--- src/rtl/picc_pkg.sv ---
package picc_pkg;
    localparam int unsigned LINES = 8;
    localparam int unsigned IDX_W = $clog2(LINES);
    localparam int unsigned VEC_W = 8;

    typedef enum logic [1:0] {
        ACK_IDLE,
        ACK_FIRST,
        ACK_GAP,
        ACK_SECOND
    } ack_state_t;

    typedef struct packed {
        logic             ok;
        logic [IDX_W-1:0] idx;
    } pick_t;

    function automatic pick_t lowest_set(input logic [LINES-1:0] v);
        pick_t r;
        r = '0;
        for (int i = LINES - 1; i >= 0; i--) begin
            if (v[i]) begin
                r.ok  = 1'b1;
                r.idx = i[IDX_W-1:0];
            end
        end
        return r;
    endfunction
endpackage

--- src/rtl/picc_resolver.sv ---
module picc_resolver
    import picc_pkg::*;
(
    input  logic [LINES-1:0] req,
    input  logic [LINES-1:0] isr,
    output pick_t            win
);
    logic [LINES-1:0] blocked;
    logic [LINES-1:0] elig;

    generate
        for (genvar g = 0; g < LINES; g++) begin : g_blk
            assign blocked[g] = |isr[g:0];
        end
    endgenerate

    assign elig = req & ~blocked;
    assign win  = lowest_set(elig);
endmodule

--- src/rtl/picc_ack_seq.sv ---
module picc_ack_seq
    import picc_pkg::*;
(
    input  logic       clk,
    input  logic       rst,
    input  logic       inta_n,
    output ack_state_t state,
    output logic       start_first,
    output logic       start_second
);
    ack_state_t st_n;

    assign start_first  = (state == ACK_IDLE) && !inta_n;
    assign start_second = (state == ACK_GAP) && !inta_n;

    always_comb begin
        case (state)
            ACK_IDLE:   st_n = inta_n ? ACK_IDLE : ACK_FIRST;
            ACK_FIRST:  st_n = inta_n ? ACK_GAP : ACK_FIRST;
            ACK_GAP:    st_n = inta_n ? ACK_GAP : ACK_SECOND;
            ACK_SECOND: st_n = inta_n ? ACK_IDLE : ACK_SECOND;
            default:    st_n = ACK_IDLE;
        endcase
    end

    always_ff @(posedge clk) begin
        if (rst) state <= ACK_IDLE;
        else     state <= st_n;
    end

    AST_SECOND_AFTER_GAP: assert property (@(posedge clk) disable iff (rst)
        (state == ACK_SECOND) |-> ($past(state) == ACK_GAP || $past(state) == ACK_SECOND));
endmodule

--- src/rtl/picc_ctrl.sv ---
module picc_ctrl
    import picc_pkg::*;
#(
    parameter bit IS_SLAVE = 1'b0
) (
    input  logic             clk,
    input  logic             rst,
    input  logic [LINES-1:0] req,
    input  logic             casc_level,
    input  logic [IDX_W-1:0] cas_in,
    input  logic             cfg_we,
    input  logic             base_we,
    input  logic [VEC_W-1:0] cfg_d,
    input  logic             eoi_we,
    input  logic [IDX_W-1:0] eoi_line,
    input  logic             inta_n,
    output logic             int_o,
    output logic [IDX_W-1:0] cas_o,
    output logic [VEC_W-1:0] dout,
    output logic             oe
);
    logic [VEC_W-1:0] cfg_q;
    logic [VEC_W-1:0] base_q;
    logic [LINES-1:0] pend_q;
    logic [LINES-1:0] isr_q;
    pick_t            win_q;
    logic             casc_q;

    logic [LINES-1:0] casc_map;
    logic [LINES-1:0] eff;
    logic [LINES-1:0] hot;
    logic [LINES-1:0] eoi_mask;
    pick_t            cur;
    ack_state_t       state;
    logic             start_first;
    logic             start_second;
    logic             id_match;
    logic             commit;
    logic             latch_win;
    logic             cas_window;

    assign casc_map = IS_SLAVE ? '0 : cfg_q[LINES-1:0];
    assign eff      = (pend_q & ~casc_map) | (casc_map & {LINES{casc_level}});

    picc_resolver u_res (
        .req (eff),
        .isr (isr_q),
        .win (cur)
    );

    picc_ack_seq u_seq (
        .clk          (clk),
        .rst          (rst),
        .inta_n       (inta_n),
        .state        (state),
        .start_first  (start_first),
        .start_second (start_second)
    );

    assign id_match  = (cas_in == cfg_q[IDX_W-1:0]);
    assign commit    = IS_SLAVE ? (start_second && cur.ok && id_match) : (start_first && cur.ok);
    assign latch_win = IS_SLAVE ? start_second : start_first;
    assign hot       = commit ? (LINES'(1) << cur.idx) : '0;
    assign eoi_mask  = eoi_we ? (LINES'(1) << eoi_line) : '0;

    always_ff @(posedge clk) begin
        if (cfg_we)  cfg_q  <= cfg_d;
        if (base_we) base_q <= cfg_d;
    end

    always_ff @(posedge clk) begin
        if (rst) begin
            pend_q <= '0;
            isr_q  <= '0;
            win_q  <= '0;
            casc_q <= 1'b0;
        end else begin
            pend_q <= (pend_q | req) & ~hot;
            isr_q  <= (isr_q | hot) & ~eoi_mask;
            if (latch_win) begin
                win_q.ok  <= commit;
                win_q.idx <= cur.idx;
                casc_q    <= commit && casc_map[cur.idx];
            end
        end
    end

    assign cas_window = (state == ACK_GAP) || (state == ACK_SECOND);
    assign int_o = cur.ok;
    assign cas_o = (cas_window && casc_q) ? win_q.idx : '0;
    assign oe    = (state == ACK_SECOND) && win_q.ok && !casc_q;
    assign dout  = {base_q[VEC_W-1:IDX_W], win_q.idx};

    AST_ONE_NEW_ISR: assert property (@(posedge clk) disable iff (rst)
        $countones(isr_q & ~$past(isr_q)) <= 1);
    AST_CLAIM_NEEDS_MATCH: assert property (@(posedge clk) disable iff (rst)
        (IS_SLAVE && oe) |-> (cas_in == cfg_q[IDX_W-1:0]));
endmodule

--- src/rtl/picc_pair.sv ---
module picc_pair
    import picc_pkg::*;
(
    input  logic             clk,
    input  logic             rst,
    input  logic [LINES-1:0] mst_req,
    input  logic [LINES-1:0] slv_req,
    input  logic             cfg_we,
    input  logic [1:0]       cfg_addr,
    input  logic [VEC_W-1:0] cfg_data,
    input  logic             eoi_we,
    input  logic             eoi_sel,
    input  logic [IDX_W-1:0] eoi_line,
    input  logic             inta_n,
    output logic             cpu_int,
    output logic [IDX_W-1:0] cas_id,
    output logic [VEC_W-1:0] mst_dout,
    output logic             mst_oe,
    output logic [VEC_W-1:0] slv_dout,
    output logic             slv_oe
);
    logic             slv_int;
    logic [IDX_W-1:0] m_cas;
    logic [IDX_W-1:0] s_cas;

    picc_ctrl #(.IS_SLAVE(1'b0)) u_mst (
        .clk        (clk),
        .rst        (rst),
        .req        (mst_req),
        .casc_level (slv_int),
        .cas_in     ('0),
        .cfg_we     (cfg_we && cfg_addr == 2'd0),
        .base_we    (cfg_we && cfg_addr == 2'd2),
        .cfg_d      (cfg_data),
        .eoi_we     (eoi_we && !eoi_sel),
        .eoi_line   (eoi_line),
        .inta_n     (inta_n),
        .int_o      (cpu_int),
        .cas_o      (m_cas),
        .dout       (mst_dout),
        .oe         (mst_oe)
    );

    picc_ctrl #(.IS_SLAVE(1'b1)) u_slv (
        .clk        (clk),
        .rst        (rst),
        .req        (slv_req),
        .casc_level (1'b0),
        .cas_in     (m_cas),
        .cfg_we     (cfg_we && cfg_addr == 2'd1),
        .base_we    (cfg_we && cfg_addr == 2'd3),
        .cfg_d      (cfg_data),
        .eoi_we     (eoi_we && eoi_sel),
        .eoi_line   (eoi_line),
        .inta_n     (inta_n),
        .int_o      (slv_int),
        .cas_o      (s_cas),
        .dout       (slv_dout),
        .oe         (slv_oe)
    );

    assign cas_id = m_cas | s_cas;

    AST_SINGLE_DRIVER: assert property (@(posedge clk) disable iff (rst)
        !(mst_oe && slv_oe));
    AST_MASTER_QUIET_ON_CASCADE: assert property (@(posedge clk) disable iff (rst)
        mst_oe |-> (cas_id == '0));
    AST_RESET_QUIET: assert property (@(posedge clk)
        rst |=> (!cpu_int && !mst_oe && !slv_oe && cas_id == '0));
endmodule

--- config.mk ---
export PLATFORM = sky130hd
export DESIGN_NAME = picc_pair
export DESIGN_NICKNAME = d
export VERILOG_FILES = /design/src/rtl/picc_pkg.sv /design/src/rtl/picc_resolver.sv /design/src/rtl/picc_ack_seq.sv /design/src/rtl/picc_ctrl.sv /design/src/rtl/picc_pair.sv
export SDC_FILE = /design/constraint.sdc
export NUM_CORES = 1
export LEC_CHECK = 0
export BUFFER_PORTS_ARGS = -buffer_cell sky130_fd_sc_hd__buf_2
export CORE_MARGIN = 4
export CORE_UTILIZATION = 55
export CTS_CLUSTER_SIZE = 40
export DETAILED_ROUTE_END_ITERATION = 10
export PLACE_DENSITY = 0.82
export RECOVER_POWER = 100
export SYNTH_ARGS = -nofsm -noshare
export SYNTH_HDL_FRONTEND = slang
export SYNTH_SLANG_ARGS = --single-unit
--- constraint.sdc ---
create_clock -name clk -period 6.85 [get_ports clk]
set_input_delay 1.37 -clock clk [delete_from_list [all_inputs] [get_ports clk]]
set_output_delay 1.37 -clock clk [all_outputs]
set_load 0.02 [all_outputs]
==> flow_metrics.py <==
metrics = {
    "route": {
        "highest_layer": "met4",
        "met2_length_um": 3420,
        "via_per_inst": 5.83,
        "dr_wl_met3_um": 502,
        "first_pass_iters": 4,
        "vias": 2582,
        "ant_nets": 0,
        "wl_um": 6980,
        "drc_errors": 0,
        "wl_per_cell_um": 15.8,
        "drt-initial-drc-count": 158,
        "wl_met1_um": 2910,
    },
    "sta": {
        "final-max-slew-violation-count": 45,
        "setup_viol": 0,
        "max_freq_mhz": 205,
        "setup_ws_ps": 1960,
        "tightest_slew_ps": 1950,
        "hold_viol_final": 0,
        "grt_setup_unrepaired": "no",
        "relSlewSlack_pct": -29.9,
        "fin_crit_sh_pct": 71.3,
        "final.setup.tns_ps": 0,
        "skew_ps": 7.86,
        "period_needed_ps": 4890,
    },
    "power_and_ir_drop": {
        "power_frac_seq_pct": 50.0,
        "power.density_nw_per_um2": 252,
        "p_sw_share_pct": 27.2,
        "p_switching_uw": 238,
        "fin_total_pwr_uw": 875,
        "power.leakage_nw": 1.26,
        "ir_worst_vdd_v": 0.000212,
        "clock_power_share_pct": 35.2,
        "internal_power_uw": 637,
        "power_frac_comb_pct": 14.8,
    },
    "logic_synthesis": {
        "synthArstFlopShare_pct": 0,
        "synth_cell_types": 57,
        "synth_top_area_cell": "dfxtp_1",
        "ys_warn_count": 0,
        "syn_inst": 312,
        "synth_top_area_share_pct": 29.1,
        "synth_nets": 347,
        "synth-seq-area-share_pct": 49.5,
        "ys_top_cells_by_area": "dfxtp_1 (29%), edfxtp_1 (20%), nor2_1 (6.3%)",
        "yosysMostFrequentCell": "nor2_1",
        "synthFlopType": "dfxtp_1",
        "avgSynthCellArea_sq_um": 9.92,
        "synth_edf_count": 21,
        "netlist_top_cells_count": "nor2_1 (52), dfxtp_1 (45), edfxtp_1 (21), nand2_1 (19), nor3_1 (19)",
        "synth_area_sq_um": 3090,
        "ys_seq_elements": 66,
    },
    "clocking": {
        "hold_buffers": 0,
        "cts.clk_slew.worst_paths_ps": 70,
        "cts_tree": "done",
        "root_buffer": "clkbuf_8",
        "clock_sinks": 66,
        "clk_latency_ps": 340,
        "cts_buffers": 9,
        "cts_resized": 0,
        "htree_levels": 3,
        "cts_max_path_buffers": 2,
        "post_cts_buffers": 0,
    },
    "placement": {
        "dp_hpwl_um": 5290,
        "port_buffers": 56,
        "place_congestion": 0.962,
        "place_area_sq_um": 3390,
        "place_ws_ps": 3220,
    },
    "critical_path": {
        "critPathMaxStageDelay_ps": 950,
        "cp_cell_sequence": "nor3_1, nand2_2, a221o_1, a311oi_1, nor3_1, nand2_1, clkbuf_1",
        "crit_top_cell": "nor3_1",
        "critical_path_class": "flop to output pin",
        "cp_slowest_cell": "a311oi_1",
        "critPathCaptureType": "output pin",
        "crit_arrival_ps": 3520,
        "cp_data_required_time_ps": 5480,
        "crit_fanout": 9,
        "start_kind": "flop",
    },
    "hold_path": {
        "min_path_type": "flop to flop",
    },
    "final_layout": {
        "nNetsFinal": 401,
        "fin_area_sq_um": 3470,
        "fillers": 482,
        "syn_to_final_growth_pct": 12.1,
        "multi_input_area_sq_um": 1390,
        "n_antenna_cell": 0,
        "drive_gt1_share_pct": 13.5,
        "seq_area_sq_um": 1530,
    },
    "status": {
        "violations": "capacitance limit, slew limit",
        "status": "finished with violations",
    },
    "grt": {
        "grt_max_degree": 45,
        "grt_pass1_wl_um": 11700,
        "grt_pass1_vias": 2562,
        "grt.total_usage_pct": 20.9,
        "grt_antenna_before_repair": 0,
        "overflow": 0,
    },
    "floorplanning": {
        "fp.dieW_um": 83.0,
        "rows": 27,
        "io_pins": 57,
        "floorplan.initialDensity_pct": 56.5,
        "core_sq_um": 5470,
        "dieArea_sq_um": 6890,
        "die_h_um": 83.0,
    },
    "job": {
        "drv_cap": 1,
    },
}
per-layer routing:
layer / track usage [%] / vias to the layer above
met1: 24.3 / 1202
met2: 34.5 / 90
met3: 8.23 / 19
li1: - / 1271
met5: 0 / -
met4: 8.17 / 0
cells by family after synthesis:
family	Yosys count	synth area share, %
XOR/XNOR	5	1.42
buffers and inverters	21	3.52
AND/OR/NAND/NOR	138	24.1
flip-flops	66	49.5
AO/OA/AOI/OAI	78	20.1
multiplexers	4	1.29
worst paths after layout:
check | startpoint | endpoint | slack [ps] | cells after the start
setup reg to reg | u_slv.isr_q[0]$_SDFF_PP0_ | u_mst.isr_q[5]$_SDFF_PP0_ | 3020 | 8
hold reg to reg | u_mst.dout[2]$_SDFFE_PP0P_ | u_mst.dout[2]$_SDFFE_PP0P_ | 470 | 2
setup / recovery | u_slv.isr_q[0]$_SDFF_PP0_ | cpu_int | 1960 | 7
hold / removal | u_mst.dout[2]$_SDFFE_PP0P_ | u_mst.dout[2]$_SDFFE_PP0P_ | 470 | 2
stage by stage:
step | util (%) | instances | hold slack (ps)
after global routing | 63.4 | 443 | 496
after CTS | 65.3 | 443 | 467
after global placement | 61.9 | 427 | 451
final | 63.4 | 443 | 467
after floorplan | - | 312 | 434
after detailed placement | 61.9 | 427 | 458
worst max-delay path: cells and delay by family (launching register included):
family / cells / cell delay, ps
simple gates: 4 / 1180
compound gates: 2 / 1430
buf+inv: 1 / 240
flops: 1 / 340
state kept, by name, indices dropped and copies added, names as in the netlist:
name and count:
u_mst.casc_map 8, u_mst.isr_q 8, u_mst.pend_q 8, u_slv.eff 8, u_slv.isr_q 8, u_mst.base_q 5
u_slv.base_q 5, u_mst.dout 3, u_slv.cfg_q 3, u_slv.dout 3, u_mst.u_seq.state 2, u_slv.u_seq.state 2
u_mst.casc_q 1, u_mst.win_q 1, u_slv.win_q 1
power groups by stage:
stage	clock network, mW	logic, mW	registers [mW]
2_1_floorplan	0	0.0965	0.446
3_3_place_gp	0	0.132	0.445
3_5_place_dp	0	0.135	0.446
4_1_cts	0.315	0.136	0.437
5_1_grt	0.330	0.143	0.440
6_report	0.308	0.129	0.438
cell usage in the layout, fill, tap and decap left out, types with 5 or more instances in the layout:
master / netlist / routed
clkbuf_1: 7 / 33
a311oi_1: 4 / 5
inv_1: 7 / 7
nor3_1: 19 / 22
buf_2: 0 / 23
and3_1: 6 / 6
nand2_1: 19 / 19
a211oi_1: 9 / 9
o21a_1: 8 / 8
edfxtp_1: 21 / 21
or3_1: 6 / 6
nor2_1: 52 / 52
nor3b_1: 8 / 10
o21bai_1: 5 / 5
clkbuf_8: 0 / 9
a21oi_1: 16 / 16
dfxtp_1: 45 / 45
nor2b_1: 6 / 6
final cells by class:
type | instances | area share (%)
Clock inverter | 6 | 1.66
Inverter | 7 | 0.757
Clock buffer | 10 | 3.68
Timing Repair Buffer | 57 | 7.10
Sequential cell | 66 | 44.1
Multi-Input combinational cell | 225 | 40.1
Tap cell | 72 | 2.60
(Power assumes the default switching activity.)
